`config.mk`:
```
export PLATFORM = sky130hd
export DESIGN_NAME = sdr_requantizer
export DESIGN_NICKNAME = d
export VERILOG_FILES = /design/src/rtl/sdr_pkg.sv /design/src/rtl/sdr_level_map.sv /design/src/rtl/sdr_integrator.sv /design/src/rtl/sdr_ff_term.sv /design/src/rtl/sdr_requantizer.sv
export SDC_FILE = /design/constraint.sdc
export NUM_CORES = 1
export LEC_CHECK = 0
export BUFFER_PORTS_ARGS = -buffer_cell sky130_fd_sc_hd__buf_2
export CAP_MARGIN = 40
export CORE_ASPECT_RATIO = 2
export CORE_MARGIN = 10
export CORE_UTILIZATION = 45
export DETAILED_ROUTE_END_ITERATION = 10
export GPL_ROUTABILITY_DRIVEN = 0
export PLACE_DENSITY = 0.56
export SLEW_MARGIN = 20
export SYNTH_ARGS = -nofsm -noshare
export SYNTH_HDL_FRONTEND = slang
export SYNTH_SLANG_ARGS = --single-unit
```
`constraint.sdc`:
```
create_clock -name clk -period 14.75 [get_ports clk]
set_clock_uncertainty 0.05 [all_clocks]
set_input_delay 2.95 -clock clk [delete_from_list [all_inputs] [get_ports clk]]
set_output_delay 2.95 -clock clk [all_outputs]
set_load 0.01 [all_outputs]
```
`src/rtl/sdr_pkg.sv`:
```
package sdr_pkg;

  // Decision point: input term plus four state terms.
  localparam int NTERM = 5;
  localparam int NINT  = 4;
  // The decision sum carries this many fraction bits, so every weight is an integer.
  localparam int FRAC  = 11;

  // Each weight is (1 << SH_A) +/- (1 << SH_B) in units of 2^-FRAC.
  // SH_B < 0 means the second term is absent.
  // Order: input, state 1, state 2, state 3, state 4.
  localparam int FF_SH_A  [NTERM] = '{11, 11, 9, 6, 1};
  localparam int FF_SH_B  [NTERM] = '{-1,  9, 6, -1, 0};
  localparam bit FF_NEG_B [NTERM] = '{1'b0, 1'b1, 1'b1, 1'b0, 1'b0};

  // Odd level, symmetric about zero, for an input code; large codes clamp.
  function automatic int level_of(input int code, input int nlev);
    int c;
    c = (code > nlev - 1) ? nlev - 1 : code;
    return 2 * c - (nlev - 1);
  endfunction

endpackage

```
`src/rtl/sdr_level_map.sv`:
```
module sdr_level_map #(
  parameter int NLEV   = 12,
  parameter int CODE_W = 4,
  parameter int LVL_W  = 7
) (
  input  logic [CODE_W-1:0]       code,
  output logic signed [LVL_W-1:0] level
);
  int lv;
  always_comb begin
    lv    = sdr_pkg::level_of(int'(code), NLEV);
    level = LVL_W'(lv);
  end
endmodule

```
`src/rtl/sdr_integrator.sv`:
```
module sdr_integrator #(
  parameter int W     = 14,
  parameter int ACC_W = 26
) (
  input  logic                    clk,
  input  logic                    rst,
  input  logic                    en,
  input  logic signed [ACC_W-1:0] din,
  output logic signed [ACC_W-1:0] q,
  output logic                    ovf
);
  logic signed [W-1:0] st;
  logic signed [ACC_W:0] nxt;

  assign nxt = (ACC_W+1)'(st) + (ACC_W+1)'(din);

  // The next value fits W bits only if its top bits, down to bit W-1, are all equal.
  assign ovf = en && !((&nxt[ACC_W:W-1]) || !(|nxt[ACC_W:W-1]));
  assign q   = ACC_W'(st);

  always_ff @(posedge clk) begin
    if (rst)     st <= '0;
    else if (en) st <= nxt[W-1:0];
  end
endmodule

```
`src/rtl/sdr_ff_term.sv`:
```
module sdr_ff_term #(
  parameter int IN_W  = 26,
  parameter int OUT_W = 39,
  parameter int SH_A  = 0,
  parameter int SH_B  = -1,
  parameter bit NEG_B = 1'b0
) (
  input  logic signed [IN_W-1:0]  x,
  output logic signed [OUT_W-1:0] y
);
  logic signed [OUT_W-1:0] xe;
  assign xe = OUT_W'(x);

  if (SH_B < 0) begin : g_one
    assign y = xe <<< SH_A;
  end else if (NEG_B) begin : g_diff
    assign y = (xe <<< SH_A) - (xe <<< SH_B);
  end else begin : g_sum
    assign y = (xe <<< SH_A) + (xe <<< SH_B);
  end
endmodule

```
`src/rtl/sdr_requantizer.sv`:
```
module sdr_requantizer #(
  parameter int NLEV   = 12,
  parameter int FB_MAG = 32,
  parameter int INT1_W = 14,
  parameter int INT2_W = 18,
  parameter int INT3_W = 22,
  parameter int INT4_W = 26,
  localparam int CODE_W = $clog2(NLEV)
) (
  input  logic              clk,
  input  logic              rst,
  input  logic              in_valid,
  input  logic [CODE_W-1:0] in_code,
  output logic              out_bit
);
  import sdr_pkg::*;

  localparam int LVL_W = $clog2(FB_MAG + NLEV) + 2;
  localparam int ACC_W = INT4_W;
  localparam int SUM_W = ACC_W + FRAC + 2;
  localparam int IW [NINT] = '{INT1_W, INT2_W, INT3_W, INT4_W};

  logic signed [LVL_W-1:0] lvl, fb, err;
  logic signed [ACC_W-1:0] st_q [NINT];
  logic [NINT-1:0]         ovf_v;
  logic signed [SUM_W-1:0] term [NTERM];
  logic signed [SUM_W-1:0] acc;
  logic                    dec;
  logic                    en;

  // Named wires for the bound checker.
  logic                    ovf_any;
  logic signed [ACC_W-1:0] st1, st2;

  assign en = in_valid && !rst;

  sdr_level_map #(.NLEV(NLEV), .CODE_W(CODE_W), .LVL_W(LVL_W)) u_map (
    .code(in_code), .level(lvl)
  );

  // Input term feeds forward to the decision point.
  sdr_ff_term #(.IN_W(LVL_W), .OUT_W(SUM_W), .SH_A(FF_SH_A[0]),
                .SH_B(FF_SH_B[0]), .NEG_B(FF_NEG_B[0])) u_ff_in (
    .x(lvl), .y(term[0])
  );

  for (genvar i = 0; i < NINT; i++) begin : g_int
    logic signed [ACC_W-1:0] din;
    if (i == 0) begin : g_head
      assign din = ACC_W'(err);
    end else begin : g_chain
      assign din = st_q[i-1];
    end
    sdr_integrator #(.W(IW[i]), .ACC_W(ACC_W)) u_int (
      .clk(clk), .rst(rst), .en(en), .din(din), .q(st_q[i]), .ovf(ovf_v[i])
    );
    sdr_ff_term #(.IN_W(ACC_W), .OUT_W(SUM_W), .SH_A(FF_SH_A[i+1]),
                  .SH_B(FF_SH_B[i+1]), .NEG_B(FF_NEG_B[i+1])) u_ff (
      .x(st_q[i]), .y(term[i+1])
    );
  end

  always_comb begin
    acc = '0;
    for (int k = 0; k < NTERM; k++) acc = acc + term[k];
  end

  assign dec = ~acc[SUM_W-1];
  assign fb  = dec ? LVL_W'(FB_MAG) : -LVL_W'(FB_MAG);
  assign err = lvl - fb;

  always_ff @(posedge clk) begin
    if (rst)     out_bit <= 1'b1;
    else if (en) out_bit <= dec;
  end

  assign ovf_any = |ovf_v;
  assign st1     = st_q[0];
  assign st2     = st_q[1];
endmodule

```
-- After elaboration in Yosys (flattened, before gate mapping)
Index checks and enable logic that the tools add are counted.
- $add $sub $neg: 13
- $mul: 0
- divide/modulo/power cells: 0
- order comparisons: 1
- eq/ne operators: 0
- shifts and indexed selects: 0
- muxes and demuxes: 2
- bitwise logic cells: 1
- reduce and logical (&&, ||, !) cells: 2
- operator list (kind ; number):
    adder 39 bit ; 2
    adder 39 x 28 -> 39 bit ; 1
    adder 27 x 26 -> 28 bit ; 1
    subtractor 27 x 24 -> 28 bit ; 1
    adder 17 x 26 -> 27 bit ; 1
    adder 26 x 22 -> 26 bit ; 1
    subtractor 25 x 23 -> 26 bit ; 1
    adder 22 x 18 -> 22 bit ; 1
    adder 18 x 14 -> 18 bit ; 1
    adder 14 x 8 -> 14 bit ; 1
    two-way mux 8 bit ; 1
    subtractor 6 x 8 -> 8 bit ; 1
    subtractor 5 x 4 -> 6 bit, second input constant ; 1
    > comparator 4 bit, second input constant ; 1
    two-way mux 4 bit ; 1
    logical AND 1 bit ; 1
    logical NOT 1 bit ; 1
    inverter 1 bit ; 1
- bits in registers: 81
- bits in latches: 0
- memory bits (writable): 0
- bits in read-only memories: 0
- memories: 0

-- Depth between registers and ports, before layout
Gate-level depths: netlist of the first run.
- depth after elaboration: 10
- mapped depth: 34
- mapped depth without buffers: 34

-- Cells and area by module
From an unflattened synthesis of the first run, not the netlist that was laid out.
- cell total of the unflattened synthesis: 2403
- area, all modules: 18661.6 µm²
- by module, submodules not included (module ; times used ; cells each ; area each (µm²) ; sequential area each (µm²)):
    sdr_requantizer ; 1 ; 485 ; 4204.0 ; 20.0
    sdr_integrator at g_int[3].u_int ; 1 ; 307 ; 2424.8 ; 520.5
    sdr_integrator at g_int[2].u_int ; 1 ; 290 ; 2289.7 ; 440.4
    sdr_integrator at g_int[1].u_int ; 1 ; 283 ; 2214.6 ; 360.3
    sdr_integrator at g_int[0].u_int ; 1 ; 268 ; 2092.0 ; 280.3
    sdr_ff_term at g_int[1].u_ff ; 1 ; 245 ; 1725.4 ; 0.0
    sdr_ff_term at g_int[0].u_ff ; 1 ; 232 ; 1609.0 ; 0.0
    sdr_ff_term at g_int[3].u_ff ; 1 ; 202 ; 1423.9 ; 0.0
    sdr_ff_term at g_int[2].u_ff ... ; 2 ; 40 ; 296.5 ; 0.0
    sdr_level_map ; 1 ; 11 ; 85.1 ; 0.0

-- Least setup slack after synthesis of the first run
Ideal clock, no wire load.
- path kind: in2reg
- from: in in_code[3]
- to: reg g_int[0].u_int.st[13]
- arrival: 9.567 ns
- slack: 4.990 ns
- cell stages on the path: 33
- cell sequence: a21o_1 > ha_1 > inv_1 > ha_1 > inv_1 > fa_1 > inv_1 > ha_1 > or3_1 > a311o_1 > a31oi_1 > o21ai_0 > xnor2_1 > fa_1 > inv_1 > fa_1 > inv_1 > ha_1 > a21o_1 > a21o_1 > a21o_1 > a211oi_1 > o21ai_0 > mux2_2 > ha_1 > and2_1 > o21ai_0 > o31ai_1 > o211ai_1 > o21a_1 > nor2_1 > mux2i_1 > o311ai_0
- word-level cells in the longest chain between the ends: 10
- ends and longest elaborated chain (element ; line ; text):
    start: declaration ; sdr_requantizer.sv:13 ; input logic [CODE_W-1:0] in_code,
    > comparator 4 bit ; sdr_pkg.sv:19 ; c = (code > nlev - 1) ? nlev - 1 : code;
    two-way mux 4 bit (*) ; sdr_pkg.sv:19 ;
    subtractor 5 x 4 -> 6 bit (*) ; sdr_pkg.sv:20 ; return 2 * c - (nlev - 1);
    adder 17 x 26 -> 27 bit ; sdr_requantizer.sv:65 ; for (int k = 0; k < NTERM; k++) acc = acc + term[k];
    adder 39 bit ; sdr_requantizer.sv:65 ;
    adder 39 x 28 -> 39 bit ; sdr_requantizer.sv:65 ;
    adder 39 bit ; sdr_requantizer.sv:65 ;
    two-way mux 8 bit ; sdr_requantizer.sv:69 ; assign fb = dec ? LVL_W'(FB_MAG) : -LVL_W'(FB_MAG);
    subtractor 6 x 8 -> 8 bit (*) ; sdr_requantizer.sv:70 ; assign err = lvl - fb;
    adder 14 x 8 -> 14 bit (*) ; sdr_integrator.sv:15 ; assign nxt = (ACC_W+1)'(st) + (ACC_W+1)'(din);
    end signal: assignment ; sdr_integrator.sv:23 ; else if (en) st <= nxt[W-1:0];
    end: declaration ; sdr_integrator.sv:12 ; logic signed [W-1:0] st;
Every way passes the cells marked *; elsewhere a longest branch is shown, timed or not.
A chain may end at the register's enable or synchronous reset.

-- Worst setup path after layout of the first run
Same ends and word-level chain as after synthesis.

==> impl_metrics.env, run 1 <==
export IMPL_ios=8
export IMPL_share_of_the_synthesized_area_in_the_top_cell_type_pct=18.8
export IMPL_maxSlewViolCount=0
export IMPL_cts_htree_levels=3
export IMPL_number_of_buffers_on_the_longest_clock_path=2
export IMPL_grt_pass1_vias=9681
export IMPL_yosys_cell_types_count=82
export IMPL_layout_drive_gt1_share_pct=4.26
export IMPL_insertion_delay_ps=380
export IMPL_critPathArrivalTime_ps=10540
export IMPL_top_reg_cell_synth="dfxtp_1"
export IMPL_routedLengthMet1_mm=10.9
export IMPL_met3RoutedLength_um=577
export IMPL_finished_layout_cell_area_um2=11400
export IMPL_core_area_um2=23700
export IMPL_slew_headroom_pct=48.0
export IMPL_filler_cell_count=2378
export IMPL_clock_pin_slew_on_the_worst_setup_and_hold_paths_ps=60
export IMPL_postSynthCellCount=1315
export IMPL_tritoncts_clock_tree="yes"
export IMPL_post_synth_instance_area_um2=10800
export IMPL_timing_final_setup_violations=0
export IMPL_global_route_overflow_total=0
export IMPL_synth_top_area_cell="ha_1"
export IMPL_floorplan_die_width_um=129
export IMPL_drt_total_wl_mm=29.8
export IMPL_post_cts_resized_instances=0
export IMPL_fp_dieH_um=239
export IMPL_worstPathMaxFanout=11
export IMPL_worst_path_max_delay_cell="mux2_2"
export IMPL_max_cap_viol_count=0
export IMPL_crit_required_ps=14930
export IMPL_timing_final_crit_share_pct=70.3
export IMPL_detailedRoute_firstIterationViolations=406
export IMPL_startpoint_type="input port"
export IMPL_slew_worst_pin_ps=781
export IMPL_largest_stage_delay_on_the_critical_path_ps=510
export IMPL_async_flop_share_pct=0
export IMPL_routed_wire_length_per_instance_um=18.6
export IMPL_finish_net_count=1536
export IMPL_grt_util_all_layers_pct=20.3
export IMPL_clock_sinks=81
export IMPL_routed_top_layer="met4"
export IMPL_drc_violation_count_after_routing=0
export IMPL_outcome="completed"
export IMPL_detailed_place_area_um2=11100
export IMPL_met2_wire_len_mm=16.3
export IMPL_max_freq_ghz=0.0965
export IMPL_grt_setup_unrepaired="no"
export IMPL_cts_root_buffer_cell="clkbuf_16"
export IMPL_grt_pass1_wl_mm=49.1
export IMPL_drt_antenna_violating_nets=0
export IMPL_die_area_um2=30900
export IMPL_number_of_buffers_created_by_cts=9
export IMPL_setup_worst_path_end_class="register"
export IMPL_hold_viol=0
export IMPL_r2r_start="g_int[0].u_int.st[3]$_SDFFE_PP0P_"
export IMPL_vias=9278
export IMPL_synth_top_cells_by_area="ha_1, dfxtp_1, fa_1, xnor2_1, inv_1"
export IMPL_synth_seq_area_share_pct=15.0
export IMPL_synthesis_nets=1541
export IMPL_dpl_hpwl_mm=24.2
export IMPL_largest_net_degree_at_the_start_of_global_routing=68
export IMPL_post_cts_repair_setup_buffers=0
export IMPL_io_buffers=7
export IMPL_crit_start="in_code[3]"
export IMPL_min_path_type="reg2reg"
export IMPL_number_of_antenna_violations_at_the_first_check_in_global_routing=0
export IMPL_vias_per_cell=5.79
export IMPL_antennaDiodeCount=0
export IMPL_number_of_flops_mapped_to_enable_cells_by_yosys=0
export IMPL_fin_tns_setup_ps=0
export IMPL_hold_buffers=0
export IMPL_worst_setup_path_type="in2reg"
export IMPL_drt_pre_antenna_iters=7
export IMPL_rows=80
export IMPL_synth_ff_latch_count=81
export IMPL_worst_hold_startpoint="out_bit$_SDFFE_PP1P_"
export IMPL_yosysWarningCount=0
export IMPL_synthesis_area_per_instance_um2=8.20
export IMPL_syn2layout_area_growth_pct=5.69
export IMPL_initial_core_util_pct=45.4
export IMPL_min_period_ps=10360
metal layers:
metal / GRT usage (%) / vias up
met5: 0 / -
met4: 13.4 / 0
met3: 2.66 / 72
met2: 38.8 / 121
met1: 19.4 / 4398
li1: - / 4687
layout by cell type (no fill, tap or decap), types with 5 or more instances in the layout:
cell type  instances
and2_1            10
a21o_1            41
o21a_1            19
buf_4              5
mux2i_1           37
nand4_1           10
buf_2              5
nand3_1           25
nor2b_1           20
o31ai_1            5
and3_1            15
clkbuf_16          9
nor4_1             5
a21boi_0           5
nand2_1           70
or2_2              6
xnor2_1           64
fa_1              57
o311ai_0           6
nand3b_1          12
dfxtp_1           81
nand2b_1           9
a211oi_1          25
nor3b_1            5
a21oi_1           85
o21bai_1          10
o211ai_1           8
o21ai_0           56
nor2_1           129
inv_1            142
nor3_1            35
a31oi_1           13
o22ai_1            9
or3_1             14
ha_1             162
xor2_1            21
state kept, by name (all words and copies together), names as in the netlist:
signal          count
g_int.u_int.st     54
g_int.u_int.q      26
out_bit             1
worst max-delay path: cells and delay by family:
kind            cells  cell delay [ps]
fa+ha+maj           8             2890
compound gates     11             2390
simple gates        6              940
mux                 2              630
buf+inv             6              710
final cells by class:
class | count | area [um^2] | area share (%)
multi-input cells | 1065 | 8510 | 74.7
inverters | 143 | 537 | 4.71
repair buffers | 10 | 62.6 | 0.549
well taps | 287 | 359 | 3.15
clock inverters | 6 | 57.6 | 0.505
clock buffers | 10 | 239 | 2.10
flip-flops and latches | 81 | 1620 | 14.2
cell families after synthesis:
group / share of synthesized area, %
and+or+nand+nor: 17.6
AOI/OAI and AO/OA: 21.2
adders and majority gates: 29.4
buffers and inverters: 5.96
xor gates and xnor gates: 6.91
DFF: 15.0
muxes: 3.85
synth_stat cells (all sizes together) (13+ instances only):
cell type and count:
a21o 41, xnor2 64, xor2 21, nand3 25
mux2i 37, a31oi 13, nor3 35, and3 16
a21oi 86, inv 143, or3 15, o21ai 59
dfxtp 81, clkbuf 15, ha 162, nor2 129
a211oi 27, fa 57, nand2 70, o21a 19
nor2b 21
final timing paths:
path / endpoint / slack (ps) / cells after the start
setup / recovery: g_int[0].u_int.st[13]$_SDFFE_PP0P_ / 4390 / 33
setup reg to reg: g_int[0].u_int.st[13]$_SDFFE_PP0P_ / 7190 / 29
hold reg to reg: out_bit$_SDFFE_PP1P_ / 420 / 2
hold / removal: out_bit$_SDFFE_PP1P_ / 420 / 2
metrics by stage:
step	hold WS, ps	worst slack, ps	utilization [%]	cells
after floorplan	419	4990	-	1315
after global placement	395	4170	46.8	1586
after detailed placement	405	3980	46.8	1586
after CTS	421	4370	48.0	1602
after global routing	454	3820	48.0	1602
final	415	4390	48.0	1602
Power of run 1 is left out: the tool's default activity adds up to more than one toggle a clock period on the data nets, which glitch-free logic cannot reach.
==> run 2: changes to the inputs <==
--- a/config.mk
+++ b/config.mk
@@ -5,6 +5,7 @@
 export SDC_FILE = /design/constraint.sdc
 export NUM_CORES = 1
 export LEC_CHECK = 0
+export ABC_AREA = 1
 export BUFFER_PORTS_ARGS = -buffer_cell sky130_fd_sc_hd__buf_2
 export CAP_MARGIN = 40
 export CORE_ASPECT_RATIO = 2
==> constraint.sdc (replaced) <==
create_clock -name clk -period 9.6 [get_ports clk]
set_clock_uncertainty 0.05 [all_clocks]
set_input_delay 1.92 -clock clk [delete_from_list [all_inputs] [get_ports clk]]
set_output_delay 1.92 -clock clk [all_outputs]
set_load 0.01 [all_outputs]
==> run 2 against run 1 <==
Effect of this change: sequential share of layout area down 0.24 points; global-route usage up 0.56 points; register-to-register slack worse by 4800 ps; critical path depth up 14; synthesized area up 1.1%; cell count up 13%; non-clock buffer count up 5; routed wire length up 4.4%; sequential cell count unchanged; hold slack better by 37 ps; setup slack worse by 3800 ps; critical path type unchanged; highest routed layer unchanged.
==> impl_metrics.env, run 2 <==
export IMPL_yosys_cell_count_top_type="inv_1"
export IMPL_share_of_the_synthesized_area_in_the_top_cell_type_pct=18.6
export IMPL_antennaDiodeCount=0
export IMPL_slew_headroom_pct=56.6
export IMPL_leading_cell_types_in_the_layout_fill_and_taps_excluded="inv_1, nand2_1, a21oi_1, ha_1, o21ai_0"
export IMPL_drc_violation_count_after_routing=0
export IMPL_fin_tns_setup_ps=0
export IMPL_tritoncts_clock_tree="yes"
export IMPL_synth_seq_area_share_pct=14.9
export IMPL_core_area_um2=23800
export IMPL_clock_pin_slew_on_the_worst_setup_and_hold_paths_ps=70
export IMPL_finished_layout_cell_area_um2=11600
export IMPL_max_freq_ghz=0.112
export IMPL_number_of_flops_mapped_to_enable_cells_by_yosys=0
export IMPL_syn2layout_area_growth_pct=6.40
export IMPL_synth_top_cells_by_area="ha_1, dfxtp_1, fa_1, inv_1, nand2_1"
export IMPL_initial_core_util_pct=45.7
export IMPL_setup_worst_path_end_class="register"
export IMPL_dpl_hpwl_mm=25.6
export IMPL_floorplan_die_width_um=130
export IMPL_finish_net_count=1744
export IMPL_ios=8
export IMPL_synth_top_area_cell="ha_1"
export IMPL_post_synth_instance_area_um2=10900
export IMPL_drt_pre_antenna_iters=5
export IMPL_top_reg_cell_synth="dfxtp_1"
export IMPL_insertion_delay_ps=370
export IMPL_max_cap_viol_count=0
export IMPL_detailedRoute_firstIterationViolations=482
export IMPL_routed_wire_length_per_instance_um=17.2
export IMPL_grt_pass1_vias=9726
export IMPL_io_buffers=7
export IMPL_critPathArrivalTime_ps=9230
export IMPL_yosys_cell_types_count=51
export IMPL_postSynthCellCount=1516
export IMPL_layout_drive_gt1_share_pct=5.19
export IMPL_grt_setup_unrepaired="no"
export IMPL_crit_required_ps=9860
export IMPL_worst_setup_path_type="in2reg"
export IMPL_maxSlewViolCount=0
export IMPL_vias_per_cell=5.41
export IMPL_postLayoutCoreUtil_pct=48.6
export IMPL_largest_register_ffs=54
export IMPL_detailed_place_area_um2=11300
export IMPL_startpoint_type="input port"
export IMPL_hold_viol=0
export IMPL_cts_htree_levels=3
export IMPL_yosysWarningCount=0
export IMPL_hold_ws_ps=452
export IMPL_min_period_ps=8960
export IMPL_clock_sinks=81
export IMPL_async_flop_share_pct=0
export IMPL_synth_commonest_cells="inv_1, nand2_1, a21oi_1"
export IMPL_number_of_buffers_on_the_longest_clock_path=2
export IMPL_fp_dieH_um=240
export IMPL_worstPathMaxFanout=8
export IMPL_slew_worst_pin_ps=651
export IMPL_timing_final_crit_share_pct=93.4
export IMPL_filler_cell_count=2453
export IMPL_outcome="completed"
export IMPL_number_of_antenna_violations_at_the_first_check_in_global_routing=0
export IMPL_min_path_type="reg2reg"
export IMPL_die_area_um2=31200
export IMPL_largest_stage_delay_on_the_critical_path_ps=530
export IMPL_rows=80
export IMPL_synthesis_nets=1742
export IMPL_timing_final_setup_violations=0
export IMPL_grt_util_all_layers_pct=20.9
export IMPL_layout_commonest_cell="inv_1"
export IMPL_drt_total_wl_mm=31.1
export IMPL_worst_path_max_delay_cell="fa_1"
export IMPL_drt_antenna_violating_nets=0
export IMPL_largest_net_degree_at_the_start_of_global_routing=51
export IMPL_synthesis_area_per_instance_um2=7.18
export IMPL_cts_root_buffer_cell="clkbuf_16"
export IMPL_number_of_buffers_created_by_cts=9
export IMPL_grt_pass1_wl_mm=50.4
export IMPL_timing_hold_worst_path_depth=2
export IMPL_synth_ff_latch_count=81
export IMPL_vias=9791
export IMPL_r2r_worst_path_cells=41
export IMPL_max_flop_register="g_int.u_int.st"
export IMPL_global_route_overflow_total=0
[run 2: cell count changes after synthesis, moves of 25 or more]
cell     before  now
mux2i_1      37    0
nor3_1       35   10
a21o_1       41   14
a21oi_1      85  164
xor2_1       21   62
xnor2_1      64   32
o21ai_0      56   96
nand2_1      70  252
nor2_1      129   76
nand3_1      25   66
inv_1       143  264
[run 2: final cells by class]
| type | instances | area, um^2 | area share, % |
|---|---|---|---|
| Inverter | 269 | 1010 | 8.71 |
| Tap cell | 287 | 359 | 3.10 |
| Timing Repair Buffer | 15 | 120 | 1.04 |
| Multi-Input combinational cell | 1142 | 8170 | 70.5 |
| Clock inverter | 4 | 51.3 | 0.443 |
| Clock buffer | 12 | 256 | 2.21 |
| Sequential cell | 81 | 1620 | 14.0 |
[run 2: critical path, delay by kind of cell]
kind	cells	cell delay, ps
fa+ha+maj	8	2810
buf+inv	9	670
compound gates	17	2470
simple gates	13	1360
[run 2: per-stage QoR]
stage	std cells	worst slack [ps]
2_1_floorplan	1516	933
3_3_place_gp	1792	294
3_5_place_dp	1794	165
4_1_cts	1810	555
5_1_grt	1810	80.2
6_report	1810	636
[run 2: path summary, 6_finish.rpt]
path                                startpoint                            endpoint  slack (ps)
max                                 in_code[3]  g_int[0].u_int.st[13]$_SDFFE_PP0P_         640
min                       out_bit$_SDFFE_PP1P_                out_bit$_SDFFE_PP1P_         450
max reg2reg  g_int[0].u_int.st[5]$_SDFFE_PP0P_  g_int[0].u_int.st[13]$_SDFFE_PP0P_        2430
min reg2reg               out_bit$_SDFFE_PP1P_                out_bit$_SDFFE_PP1P_         450
[run 2: what timing repair did]
item,4_1_cts,5_1_grt
hold buffers,0,0
hold endpoints to repair,0,0
buffers inserted,0,0
setup endpoints to repair,0,2
resized for setup,0,1
[run 2: layer usage]
metal | vias to the layer above | global-route usage [%] | part of all wire, %
met5 | - | 0 | 0
met4 | 0 | 10.5 | 4.3
met3 | 62 | 2.29 | 1.9
met2 | 112 | 39.5 | 55
met1 | 4573 | 21.8 | 39
li1 | 5044 | - | -
[run 2: logic make-up (layout without fill, tap and decap cells)]
kind of cell / Yosys count / in the layout / share of synthesized area, %
flip-flops: 81 / 81 / 14.9
buffers and inverters: 293 / 300 / 10.1
adder cells (fa/ha/maj): 219 / 219 / 29.1
XOR/XNOR: 94 / 94 / 7.56
AO/OA/AOI/OAI: 380 / 380 / 20.6
AND/OR/NAND/NOR: 449 / 449 / 17.7
Power of run 2 is left out for the same reason.
